===== config.mk =====
export PLATFORM = sky130hd
export DESIGN_NAME = rect_gate_gen
export DESIGN_NICKNAME = d
export VERILOG_FILES = /design/src/rtl/rgg_pkg.sv /design/src/rtl/rgg_ctrl.sv /design/src/rtl/rgg_datapath.sv /design/src/rtl/rect_gate_gen.sv
export SDC_FILE = /design/constraint.sdc
export NUM_CORES = 1
export LEC_CHECK = 0
export BUFFER_PORTS_ARGS = -buffer_cell sky130_fd_sc_hd__clkbuf_2
export CORE_UTILIZATION = 37
export DETAILED_ROUTE_END_ITERATION = 16
export GPL_TIMING_DRIVEN = 0
export PLACE_DENSITY_LB_ADDON = 0.2
export RECOVER_POWER = 50
export SYNTH_ARGS = -nofsm -noshare
export SYNTH_HDL_FRONTEND = slang
export SYNTH_SLANG_ARGS = --single-unit

===== constraint.sdc =====
create_clock -name clk -period 3.8 [get_ports clk]
set_clock_uncertainty 0.2 [all_clocks]
set_input_delay 0 -clock clk [delete_from_list [all_inputs] [get_ports clk]]
set_output_delay 0 -clock clk [all_outputs]
set_load 0.02 [all_outputs]

===== src/rtl/rgg_pkg.sv =====
package rgg_pkg;
  localparam int PHASES = 3;

  typedef struct packed {
    logic       load;       // carrier at zero: capture new inputs
    logic       valid;      // effective sector is 1..6
    logic [1:0] heldPhase;  // phase whose switch is pinned on
    logic       heldUpper;  // pinned switch is on the upper rail
  } rggStrobe_t;
endpackage


===== src/rtl/rgg_ctrl.sv =====
module rgg_ctrl
  import rgg_pkg::*;
#(
  parameter int CNT_W = 8
) (
  input  logic             clk,
  input  logic             rstN,
  input  logic [2:0]       sectorIn,
  input  logic [CNT_W-1:0] cntIn,
  output rggStrobe_t       strb
);
  logic [2:0] sectorQ;
  logic [2:0] effSector;
  logic       load;

  assign load      = (cntIn == '0);
  assign effSector = load ? sectorIn : sectorQ;

  always_ff @(posedge clk or negedge rstN) begin
    if (!rstN)     sectorQ <= 3'd0;
    else if (load) sectorQ <= sectorIn;
  end

  always_comb begin
    strb.load      = load;
    strb.valid     = 1'b1;
    strb.heldPhase = 2'd0;
    strb.heldUpper = 1'b1;
    unique case (effSector)
      3'd1: begin strb.heldPhase = 2'd0; strb.heldUpper = 1'b1; end
      3'd2: begin strb.heldPhase = 2'd2; strb.heldUpper = 1'b0; end
      3'd3: begin strb.heldPhase = 2'd1; strb.heldUpper = 1'b1; end
      3'd4: begin strb.heldPhase = 2'd0; strb.heldUpper = 1'b0; end
      3'd5: begin strb.heldPhase = 2'd2; strb.heldUpper = 1'b1; end
      3'd6: begin strb.heldPhase = 2'd1; strb.heldUpper = 1'b0; end
      default: strb.valid = 1'b0;
    endcase
  end

  // the role strobes only move across a capture edge
  a_r2_roles_hold: assert property (@(posedge clk) disable iff (!rstN)
    (!load && !$past(load)) |-> $stable({strb.valid, strb.heldPhase, strb.heldUpper}));
endmodule


===== src/rtl/rgg_datapath.sv =====
module rgg_datapath
  import rgg_pkg::*;
#(
  parameter int CNT_W = 8
) (
  input  logic             clk,
  input  logic             rstN,
  input  rggStrobe_t       strb,
  input  logic [CNT_W-1:0] cmpIn,
  input  logic [CNT_W-1:0] cntIn,
  output logic [PHASES-1:0] gateUp,
  output logic [PHASES-1:0] gateDn
);
  logic [CNT_W-1:0]  cmpQ;
  logic [CNT_W-1:0]  cmpEff;
  logic              cmpOn;
  logic [1:0]        cmpPhase;
  logic [1:0]        cplPhase;
  logic [PHASES-1:0] upNext;
  logic [PHASES-1:0] dnNext;

  assign cmpEff   = strb.load ? cmpIn : cmpQ;
  assign cmpOn    = (cntIn < cmpEff);
  assign cmpPhase = (strb.heldPhase == 2'd2) ? 2'd0 : strb.heldPhase + 2'd1;
  assign cplPhase = (cmpPhase == 2'd2) ? 2'd0 : cmpPhase + 2'd1;

  always_ff @(posedge clk or negedge rstN) begin
    if (!rstN)          cmpQ <= '0;
    else if (strb.load) cmpQ <= cmpIn;
  end

  for (genvar p = 0; p < PHASES; p++) begin : g_phase
    logic isHeld, isCmp, isCpl, modOn;
    assign isHeld = (strb.heldPhase == 2'(p));
    assign isCmp  = (cmpPhase == 2'(p));
    assign isCpl  = (cplPhase == 2'(p));
    assign modOn  = (isCmp & cmpOn) | (isCpl & ~cmpOn);
    assign upNext[p] = strb.valid & (strb.heldUpper ? isHeld : modOn);
    assign dnNext[p] = strb.valid & (strb.heldUpper ? modOn : isHeld);
  end

  always_ff @(posedge clk or negedge rstN) begin
    if (!rstN) begin
      gateUp <= '0;
      gateDn <= '0;
    end else begin
      gateUp <= upNext;
      gateDn <= dnNext;
    end
  end

  // gates are cleared by reset
  a_r1_reset_off: assert property (@(posedge clk)
    !rstN |=> (gateUp == '0 && gateDn == '0));

  // an invalid sector turns every gate off
  a_r7_invalid_off: assert property (@(posedge clk) disable iff (!rstN)
    !strb.valid |=> (gateUp == '0 && gateDn == '0));

  // in a valid sector exactly one gate per rail is on
  a_r6_one_per_side: assert property (@(posedge clk) disable iff (!rstN)
    strb.valid |=> ($countones(gateUp) == 1 && $countones(gateDn) == 1));
endmodule


===== src/rtl/rect_gate_gen.sv =====
module rect_gate_gen
  import rgg_pkg::*;
#(
  parameter int CNT_W = 8
) (
  input  logic             clk,
  input  logic             rstN,
  input  logic [2:0]       sectorIn,
  input  logic [CNT_W-1:0] cmpIn,
  input  logic [CNT_W-1:0] cntIn,
  output logic [2:0]       gateUp,
  output logic [2:0]       gateDn
);
  rggStrobe_t strb;

  rgg_ctrl #(.CNT_W(CNT_W)) u_ctrl (
    .clk      (clk),
    .rstN     (rstN),
    .sectorIn (sectorIn),
    .cntIn    (cntIn),
    .strb     (strb)
  );

  rgg_datapath #(.CNT_W(CNT_W)) u_dp (
    .clk    (clk),
    .rstN   (rstN),
    .strb   (strb),
    .cmpIn  (cmpIn),
    .cntIn  (cntIn),
    .gateUp (gateUp),
    .gateDn (gateDn)
  );
endmodule


* After elaboration in Yosys (flattened, before gate mapping)
Index checks and enable logic that the tools add are counted.
Word-level totals: bits in registers 17, logic and storage cells 52
Cells by class: add/subtract/negate cells 2, order comparisons 1, equality and inequality tests 12, muxes and demuxes 12, bitwise operators 16, reductions and logical operators 5
Operator list (number):
- case mux 3 bit (5 select lines) | 1
- bitwise AND 1 bit | 12
- == test 3 bit (second input constant) | 3
- logical NOT 8 bit | 1
- < comparator 8 bit | 1
- 2-to-1 mux 8 bit | 1
- 2-to-1 mux 1 bit | 7
- == test 2 x 1 -> 1 bit (second input constant) | 3
- == test 2 bit (second input constant) | 3
- == test 3 x 2 -> 1 bit (second input constant) | 2
- logical NOT 2 bit | 3
- OR reduction 6 bit | 1
- adder 2 x 1 -> 2 bit (second input constant) | 2
- 2-to-1 mux 2 bit | 2
- == test 3 x 1 -> 1 bit (second input constant) | 1
- 2-to-1 mux 3 bit | 1
- bitwise OR 1 bit | 3
- inverter 1 bit | 1

* Longest topological paths before layout
Gate-level depths: netlist of the first run.
depth in word-level cells 13, gate-level depth with buffers 11, mapped depth without buffers 10

* Hierarchy
Synthesis of the first run repeated with hierarchy kept, for this count alone.
Second synthesis, totals: cell total of the unflattened synthesis 118, area total of the unflattened synthesis 1162.4 µm²
Modules (own cells, without submodules):
- rgg_datapath | times used 1, cells each 83, area an instance 875.8 µm², seq. area each 350.3 µm²
- rgg_ctrl | times used 1, cells each 35, area an instance 286.5 µm², seq. area each 75.1 µm²

* Worst setup path after synthesis of the first run
No wires, ideal clock.
kind input to register, from input port cntIn[0], to register u_dp.gateUp[1], library setup time 0.125 ns, data arrival time 1.991 ns, path slack 1.484 ns, stages 11, cell sequence nor4_4 -> nand2_2 -> buf_6 -> mux2_2 -> inv_1 -> ha_1 -> a21oi_1 -> a21oi_1 -> a311oi_2 -> nand3_1 -> mux2i_1
On the way: elaborated cells between the ends (all ways) 28, classes of those cells add/sub (2); order compare (1); eq/ne (11); mux (7); bitwise (5); reduce/logical (2)
RTL lines:
- start: declaration | RTL line rect_gate_gen.sv:10 | input logic [CNT_W-1:0] cntIn,
- logical NOT 8 bit (*) | RTL line rgg_ctrl.sv:16 | assign load = (cntIn == '0);
- 2-to-1 mux 8 bit (*)
- via u_dp.cmpEff[3] | RTL line rgg_datapath.sv:15 | logic [CNT_W-1:0] cmpEff;
- < comparator 8 bit (*) | RTL line rgg_datapath.sv:23 | assign cmpOn = (cntIn < cmpEff);
- inverter 1 bit | RTL line rgg_datapath.sv:37 | assign modOn = (isCmp & cmpOn) | (isCpl & ~cmpOn);
- bitwise AND 1 bit | RTL line rgg_datapath.sv:37
- bitwise OR 1 bit (*) | RTL line rgg_datapath.sv:37
- 2-to-1 mux 1 bit (*) | RTL line rgg_datapath.sv:38 | assign upNext[p] = strb.valid & (strb.heldUpper ? isHeld : modOn);
- bitwise AND 1 bit (*) | RTL line rgg_datapath.sv:38
- via u_dp.upNext[1] | RTL line rgg_datapath.sv:19 | logic [PHASES-1:0] upNext;
- end signal: assignment | RTL line rgg_datapath.sv:47 | gateUp <= upNext;
- end: declaration | RTL line rgg_datapath.sv:11 | output logic [PHASES-1:0] gateUp,
The timed path passes the listed nets; every way through them passes the cells marked *.

* Worst setup path in the final report of the first run
from input port cntIn[5], to register u_dp.gateDn[2]
On the way: elaborated cells between the ends (all ways) 26, classes of those cells add/sub (2); order compare (1); eq/ne (9); mux (7); bitwise (5); reduce/logical (2)
RTL lines:
- logical NOT 8 bit (*) | RTL line rgg_ctrl.sv:16
- 2-to-1 mux 8 bit (*)
- via u_dp.cmpEff[5] | RTL line rgg_datapath.sv:15
- < comparator 8 bit (*) | RTL line rgg_datapath.sv:23
- inverter 1 bit | RTL line rgg_datapath.sv:37
- bitwise AND 1 bit | RTL line rgg_datapath.sv:37
- bitwise OR 1 bit (*) | RTL line rgg_datapath.sv:37
- 2-to-1 mux 1 bit (*) | RTL line rgg_datapath.sv:39 | assign dnNext[p] = strb.valid & (strb.heldUpper ? modOn : isHeld);
- bitwise AND 1 bit (*) | RTL line rgg_datapath.sv:39
- via u_dp.dnNext[2] | RTL line rgg_datapath.sv:20 | logic [PHASES-1:0] dnNext;
- end signal: assignment | RTL line rgg_datapath.sv:48 | gateDn <= dnNext;
- end: declaration | RTL line rgg_datapath.sv:12 | output logic [PHASES-1:0] gateDn
Marks and branches as above.

==> summary.md, run 1 <==
| Metric | Value |
|---|---|
| Slew Limit Fails | 0 |
| Synthesized cell area | about 950 um2 |
| Initial Util | 0.3889 |
| Final period utilization | 0.6954 |
| Switching Share | 0.2859 |
| Nets | 156 |
| Area Overhead vs Synth | 29.49% |
| TritonCTS Sinks | 17 |
| P_leak | 0.6815 nW |
| Syn Nets | between 100 and 150 |
| # setup viols final | 0 |
| Post-synth cell types | 23 |
| Total CTS buffers | 3 |
| Clk buf depth | 2 |
| DR vias/cell | approximately 4.6 |
| Die area | around 0.0028 mm2 |
| Commonest non-fill, non-tap cell in the layout | clkbuf_2 |
| Worst IR Drop VDD | roughly 0.18 mV |
| Fmax achieved | around 380 MHz |
| Crit Path Class | in -> reg |
| Synth async-reset ratio | 1.000 |
| CP max FO | 10 |
| Antenna violations before repair | 0 |
| Final std cells w/o fill | between 150 and 200 |
| Post-Place Cells | 139 |
| Share of post-route cells with drive strength above 1 | 0.2205 |
| Hold Path Stages | 5 |
| Post-route ant nets | 0 |
| CP Launch Type | input pin |
| Total gr overflow | 0 |
| Hold crit path type | in -> reg |
| Post-synthesis sequential area ratio | 0.4456 |
| Routed WL | roughly 1800 um |
| Most frequent cells in the layout | clkbuf_2, dfrtp_1, dlygate4sd3_1, mux2i_1, inv_1 |
| Largest net degree at the start of global routing | 18 |
| Total power | just under 0.4 mW |
| Post-synth EDFFs | 0 |
| Initial DRC count | 5 |
| Syn_area_per_cell | 11.50 um2 |
| # port buffers | 26 |
| Syn Inst Count | 83 |
| Critical Path RT | between 3 and 4 ns |
| Hold path start | cntIn[7] |
| Die X | roughly 53 um |
| Ant diodes | 0 |
| Worst-path clk slew | 0.10 ns |
| Max-Cap Viols | 0 |
| Outcome | completed |
| Total track usage | 0.1586 |
| Comb pwr share | 0.244 |
| Die Y-Extent | 52.80 um |
| Wire length of the first global-routing pass | approximately 3100 um |
| CTS tree | built |
| Seq pwr share | 0.512 |
| Fin crit period | between 2 and 3 ns |
| R2R Path Start | u_dp.cmpQ[5]$_DFF_PN0_ |
| Worst Max-Slew Pin Slew | 0.7782 ns |
| Gpl congestion | between 0.7 and 0.8 |
| P per Cell Area | approximately 320 mW/mm2 |
| Unrepaired setup endpoints after global routing | false |
| Total internal power | about 0.28 mW |
| R2R setup slack | around 1.5 ns |
| Hold Fails Final Rpt | 0 |
| First-pass iteration count of the detailed router | 4 |
| Wire per inst | between 10 and 15 um |
| Clock Latency Late Sink | 0.29 ns |
| Postcts setup bufs | 0 |
| Reg2Reg Depth | 8 |
| Via count | 727 |
| H-tree depth | 1 |
| WP data arrival | around 2.6 ns |
| Hold slack | approximately 0.037 ns |
| Min-Delay Endpoint | u_dp.gateDn[1]$_DFF_PN0_ |
| NetSw | 0.1116 mW |
| Clock network fraction of total power | 0.244 |
| Max-Slew Margin vs Limit | 0.4795 |
| I/O pins | 27 |
| Clock root buffer | clkbuf_4 |
| Final setup TNS | 0 ns |
| Worst setup EP type | register |
| Dpl hpwl | roughly 1300 um |
| Reg2reg end | u_dp.gateDn[2]$_DFF_PN0_ |
| Main synth FF type | dfrtp_1 |
| Drt drc | 0 |
| Vias in the first global route | between 700 and 800 |
| Core Region | roughly 0.0025 mm2 |
| Num rows | 18 |
| Synthesized flop and latch total | 17 |
| Ys Warns | 0 |
==> what timing repair did <==
item,CTS,global route
hold buffers,14,0
hold endpoints to repair,34,0
gates resized for setup,0,0
==> worst max-delay path by stage <==
stage | startpoint | endpoint | slack (ns) | cells after the start
CTS | cntIn[0] | u_dp.gateDn[2]$_DFF_PN0_ | 1.41 | 12
detailed placement | cntIn[0] | u_dp.gateDn[2]$_DFF_PN0_ | 1.09 | 12
global placement | cntIn[0] | u_dp.gateUp[2]$_DFF_PN0_ | 1.14 | 12
floorplan | cntIn[0] | u_dp.gateUp[1]$_DFF_PN0_ | 1.48 | 11
global route | cntIn[5] | u_dp.gateUp[0]$_DFF_PN0_ | 0.88 | 11
finish | cntIn[5] | u_dp.gateDn[2]$_DFF_PN0_ | 1.16 | 12
==> power by group through the flow <==
stage	Combinational, mW	Sequential [mW]	Clock (mW)
after detailed placement	0.0931	0.205	0
after global placement	0.0897	0.204	0
after floorplan	0.0500	0.213	0
after global routing	0.109	0.202	0.109
final	0.0952	0.200	0.0950
after CTS	0.104	0.201	0.104
==> cells by family after synthesis <==
group	count (synthesis)	synth area share
AND/OR/NAND/NOR	21	0.1363
flip-flops	17	0.4456
multiplexers	14	0.1809
buffers and inverters	13	0.05897
AO/OA/AOI/OAI	11	0.08650
adder cells (fa/ha/maj)	7	0.09174
==> routing by layer <==
metal | GRT usage | share of wire | vias up | wire, um
met3 | 0.03478 | 0.050 | 2 | 90
met4 | 0.06579 | 0.0055 | 0 | 10
met1 | 0.1847 | 0.46 | 324 | 823
met2 | 0.2764 | 0.49 | 22 | 877
li1 | - | - | 379 | -
met5 | 0 | 0 | - | 0
==> critical path, stage by stage <==
cell	delay (ns)
clkbuf_1	0.09
nor4_1	0.54
nand2_2	0.14
buf_6	0.19
mux2_1	0.33
inv_1	0.07
ha_1	0.23
nand4_1	0.13
nor2_1	0.08
a311oi_2	0.44
a21oi_1	0.21
mux2i_1	0.15
==> layout make-up <==
class | instances | area (um2)
Buffer | 1 | 11.26
Clock buffer | 4 | 26.28
Fill cell | 242 | 1219
Inverter | 12 | 45.04
Multi-Input combinational cell | 53 | 429.2
Sequential cell | 17 | 425.4
Tap cell | 30 | 37.54
Timing Repair Buffer | 40 | 261.5
==> cell usage after synthesis (2+ instances only) <==
cell type  count  area [um2]
mux2i_1        8       80.08
mux2_2         3       33.78
ha_1           7       87.58
nand3_1        7       35.03
nor4_4         2       42.54
a21oi_1        5       25.02
mux2i_4        2       45.04
inv_1         11       41.29
nand2_1        8       30.03
dfrtp_1       17       425.4
==> metrics by stage <==
stage | setup WS [ns] | util | area (um2)
floorplan | 1.484 | - | 954.7
global placement | 1.143 | 0.4572 | 1122
detailed placement | 1.090 | 0.4572 | 1122
CTS | 1.409 | 0.5250 | 1289
global route | 0.8814 | 0.5036 | 1236
finish | 1.157 | 0.5036 | 1236
==> state kept, by name, summed over array words and instances, names as in the netlist <==
register        count
u_ctrl.sectorQ      3
u_dp.cmpQ           8
u_dp.gateDn         3
u_dp.gateUp         3
(Power assumes the default switching activity.)
==> run 2, diff against run 1 <==
==> constraint.sdc (replaced) <==
create_clock -name clk -period 2.2 [get_ports clk]
set_clock_uncertainty 0.2 [all_clocks]
set_input_delay 0 -clock clk [delete_from_list [all_inputs] [get_ports clk]]
set_output_delay 0 -clock clk [all_outputs]
set_load 0.02 [all_outputs]
==> run 2 against run 1 <==
The flow now finishes with violations (negative setup slack). Count of clock-buffer cells in the layout down 1. Core utilization increased by 11 points. Power up 83%. Non-clock buffer count is 15 higher. Combinational power increased by 110%. Critical endpoint is now u_dp.gateDn[1]$_DFF_PN0_. Via count up 9.8%. Global-route usage grew 0.28 points. Sequential share of layout area shrank 6.0 points. Register-to-register slack worse by 1.5 ns. Clock power grew 72%. Wire length is 8.7% higher. Critical path depth rose by 1.
==> summary.md, run 2 (same netlist as run 1, synthesis figures left out) <==
| Metric | Value |
|---|---|
| Num rows | 18 |
| I/O pins | 27 |
| Post-route ant nets | 0 |
| Antenna violations before repair | 0 |
| First-pass iteration count of the detailed router | 3 |
| Total CTS buffers | 3 |
| P_leak | between 0.7 and 0.8 nW |
| Die X | 52.80 um |
| Clock Latency Late Sink | about 0.28 ns |
| Slew Limit Fails | 0 |
| Vias in the first global route | a little under 800 |
| Failing checks | negative setup slack |
| Ant diodes | 0 |
| Initial Util | 0.3889 |
| Clock root buffer | clkbuf_4 |
| Clk buf depth | 2 |
| Fin crit period | 2.301 ns |
| Die Y-Extent | approximately 53 um |
| TritonCTS Sinks | 17 |
| Worst setup EP type | register |
| DR vias/cell | 4.640 |
| Total power | roughly 0.7 mW |
| Hold crit path type | in -> reg |
| Crit path launch | cntIn[5] |
| Wire length of the first global-routing pass | ~3300 um |
| Gpl congestion | between 0.8 and 0.9 |
| Nets | between 150 and 200 |
| Initial DRC count | 5 |
| Drt drc | 0 |
| Worst-path clk slew | roughly 0.1 ns |
| Share of post-route cells with drive strength above 1 | 0.4014 |
| R2R Path Start | u_dp.cmpQ[5]$_DFF_PN0_ |
| Routed WL | 1959 um |
| Worst Max-Slew Pin Slew | ~0.75 ns |
| Wire per inst | ~11 um |
| Unrepaired setup endpoints after global routing | true |
| CP max FO | 6 |
| Critical Path RT | 2.20 ns |
| Die area | about 0.0028 mm2 |
| # setup viols final | 6 |
| Most frequent cells in the layout | clkbuf_2, dfrtp_1, dlygate4sd3_1, buf_4, inv_1 |
| H-tree depth | 1 |
| Hold slack | 0.03859 ns |
| Total track usage | 0.1614 |
| Final period utilization | 1.046 |
| Largest net degree at the start of global routing | 18 |
| Worst setup margin | -0.1011 ns |
| WP data arrival | 2.30 ns |
| Max-Slew Margin vs Limit | 0.4976 |
| Via count | 798 |
| Max FFs per register | 8 |
| Hold path start | cntIn[2] |
| Core Region | 0.002455 mm2 |
| CTS tree | built |
| Total gr overflow | 0 |
| R2R setup slack | approximately 0.02 ns |
| Dpl hpwl | 1365 um |
| Fmax achieved | ~430 MHz |
| # port buffers | 26 |
| Worst IR Drop VDD | approximately 0.46 mV |
| Register name with the most flops | u_dp.cmpQ |
| Outcome | finished, violations left |
| P per Cell Area | 478.0 mW/mm2 |
| Crit Path Class | in -> reg |
| Fill cell total of the finished layout | 207 |
| Hold Fails Final Rpt | 0 |
| Area Overhead vs Synth | 56.75% |
| Max-Cap Viols | 0 |
| CP Launch Type | input pin |
run 2: final timing paths:
| kind | endpoint | depth (start not counted) |
|---|---|---|
| max | u_dp.gateDn[1]$_DFF_PN0_ | 13 |
| min | u_dp.cmpQ[0]$_DFF_PN0_ | 6 |
| max reg2reg | u_dp.gateDn[1]$_DFF_PN0_ | 9 |
| min reg2reg | u_dp.cmpQ[0]$_DFF_PN0_ | 2 |
| max in group asynchronous | u_dp.cmpQ[4]$_DFF_PN0_ | 3 |
| min in group asynchronous | u_dp.gateDn[2]$_DFF_PN0_ | 3 |
run 2: timing repair:
action | 4_1_cts | 5_1_grt
hold buffers | 14 | 0
endpoints found under the setup margin | 6 | 6
pin swaps | 4 | 11
buffers inserted | 10 | 4
cloned | 0 | 1
endpoints found under the hold margin | 34 | 0
gates resized for setup | 3 | 15
run 2: power by group:
part / internal (mW) / total [mW] / switching, mW
clock: 0.0674 / 0.163 / 0.0960
sequential: 0.339 / 0.348 / 0.00930
combinational: 0.0989 / 0.204 / 0.105
total: 0.505 / 0.715 / 0.210
run 2: cell type report:
type                       count  area [um2]  area share
multi-input combinational     53       525.5      0.3512
sequential                    17       425.4      0.2843
timing repair buffer          55       415.4      0.2776
inverter                      12       45.04     0.03010
tap                           30       37.54     0.02508
clock buffer                   3       22.52     0.01505
buffer                         1       20.02     0.01338
clock inverter                 1       5.005    0.003344
run 2: per-stage QoR:
| step | setup TNS, ns | area, um2 | worst slack (ns) | utilization | std cells |
|---|---|---|---|---|---|
| floorplan | -0.4187 | 970.9 | -0.08653 | - | 83 |
| global placement | -2.493 | 1139 | -0.4414 | 0.4638 | 139 |
| detailed placement | -2.649 | 1139 | -0.4854 | 0.4638 | 139 |
| CTS | -0.09201 | 1399 | -0.06005 | 0.5698 | 167 |
| global route | -1.023 | 1496 | -0.2146 | 0.6096 | 172 |
| finish | -0.3303 | 1496 | -0.1011 | 0.6096 | 172 |
run 2: per-layer routing:
layer  GRT usage  share of wire  vias to the layer above
met1      0.2025           0.44                      372
met4     0.03947              0                        0
met3     0.02899          0.039                        0
met2      0.2827           0.52                       15
li1            -              -                      411
met5           0              0                        -
run 2: worst max-delay path, cell delays in order:
cell      delay [ns]
buf_8           0.10
nor4_4          0.32
nand2_2         0.15
buf_12          0.16
mux2_4          0.30
inv_2           0.07
ha_4            0.13
nand4_1         0.13
nor2_1          0.15
a311oi_2        0.11
buf_4           0.17
a2111o_1        0.41
o211ai_1        0.09
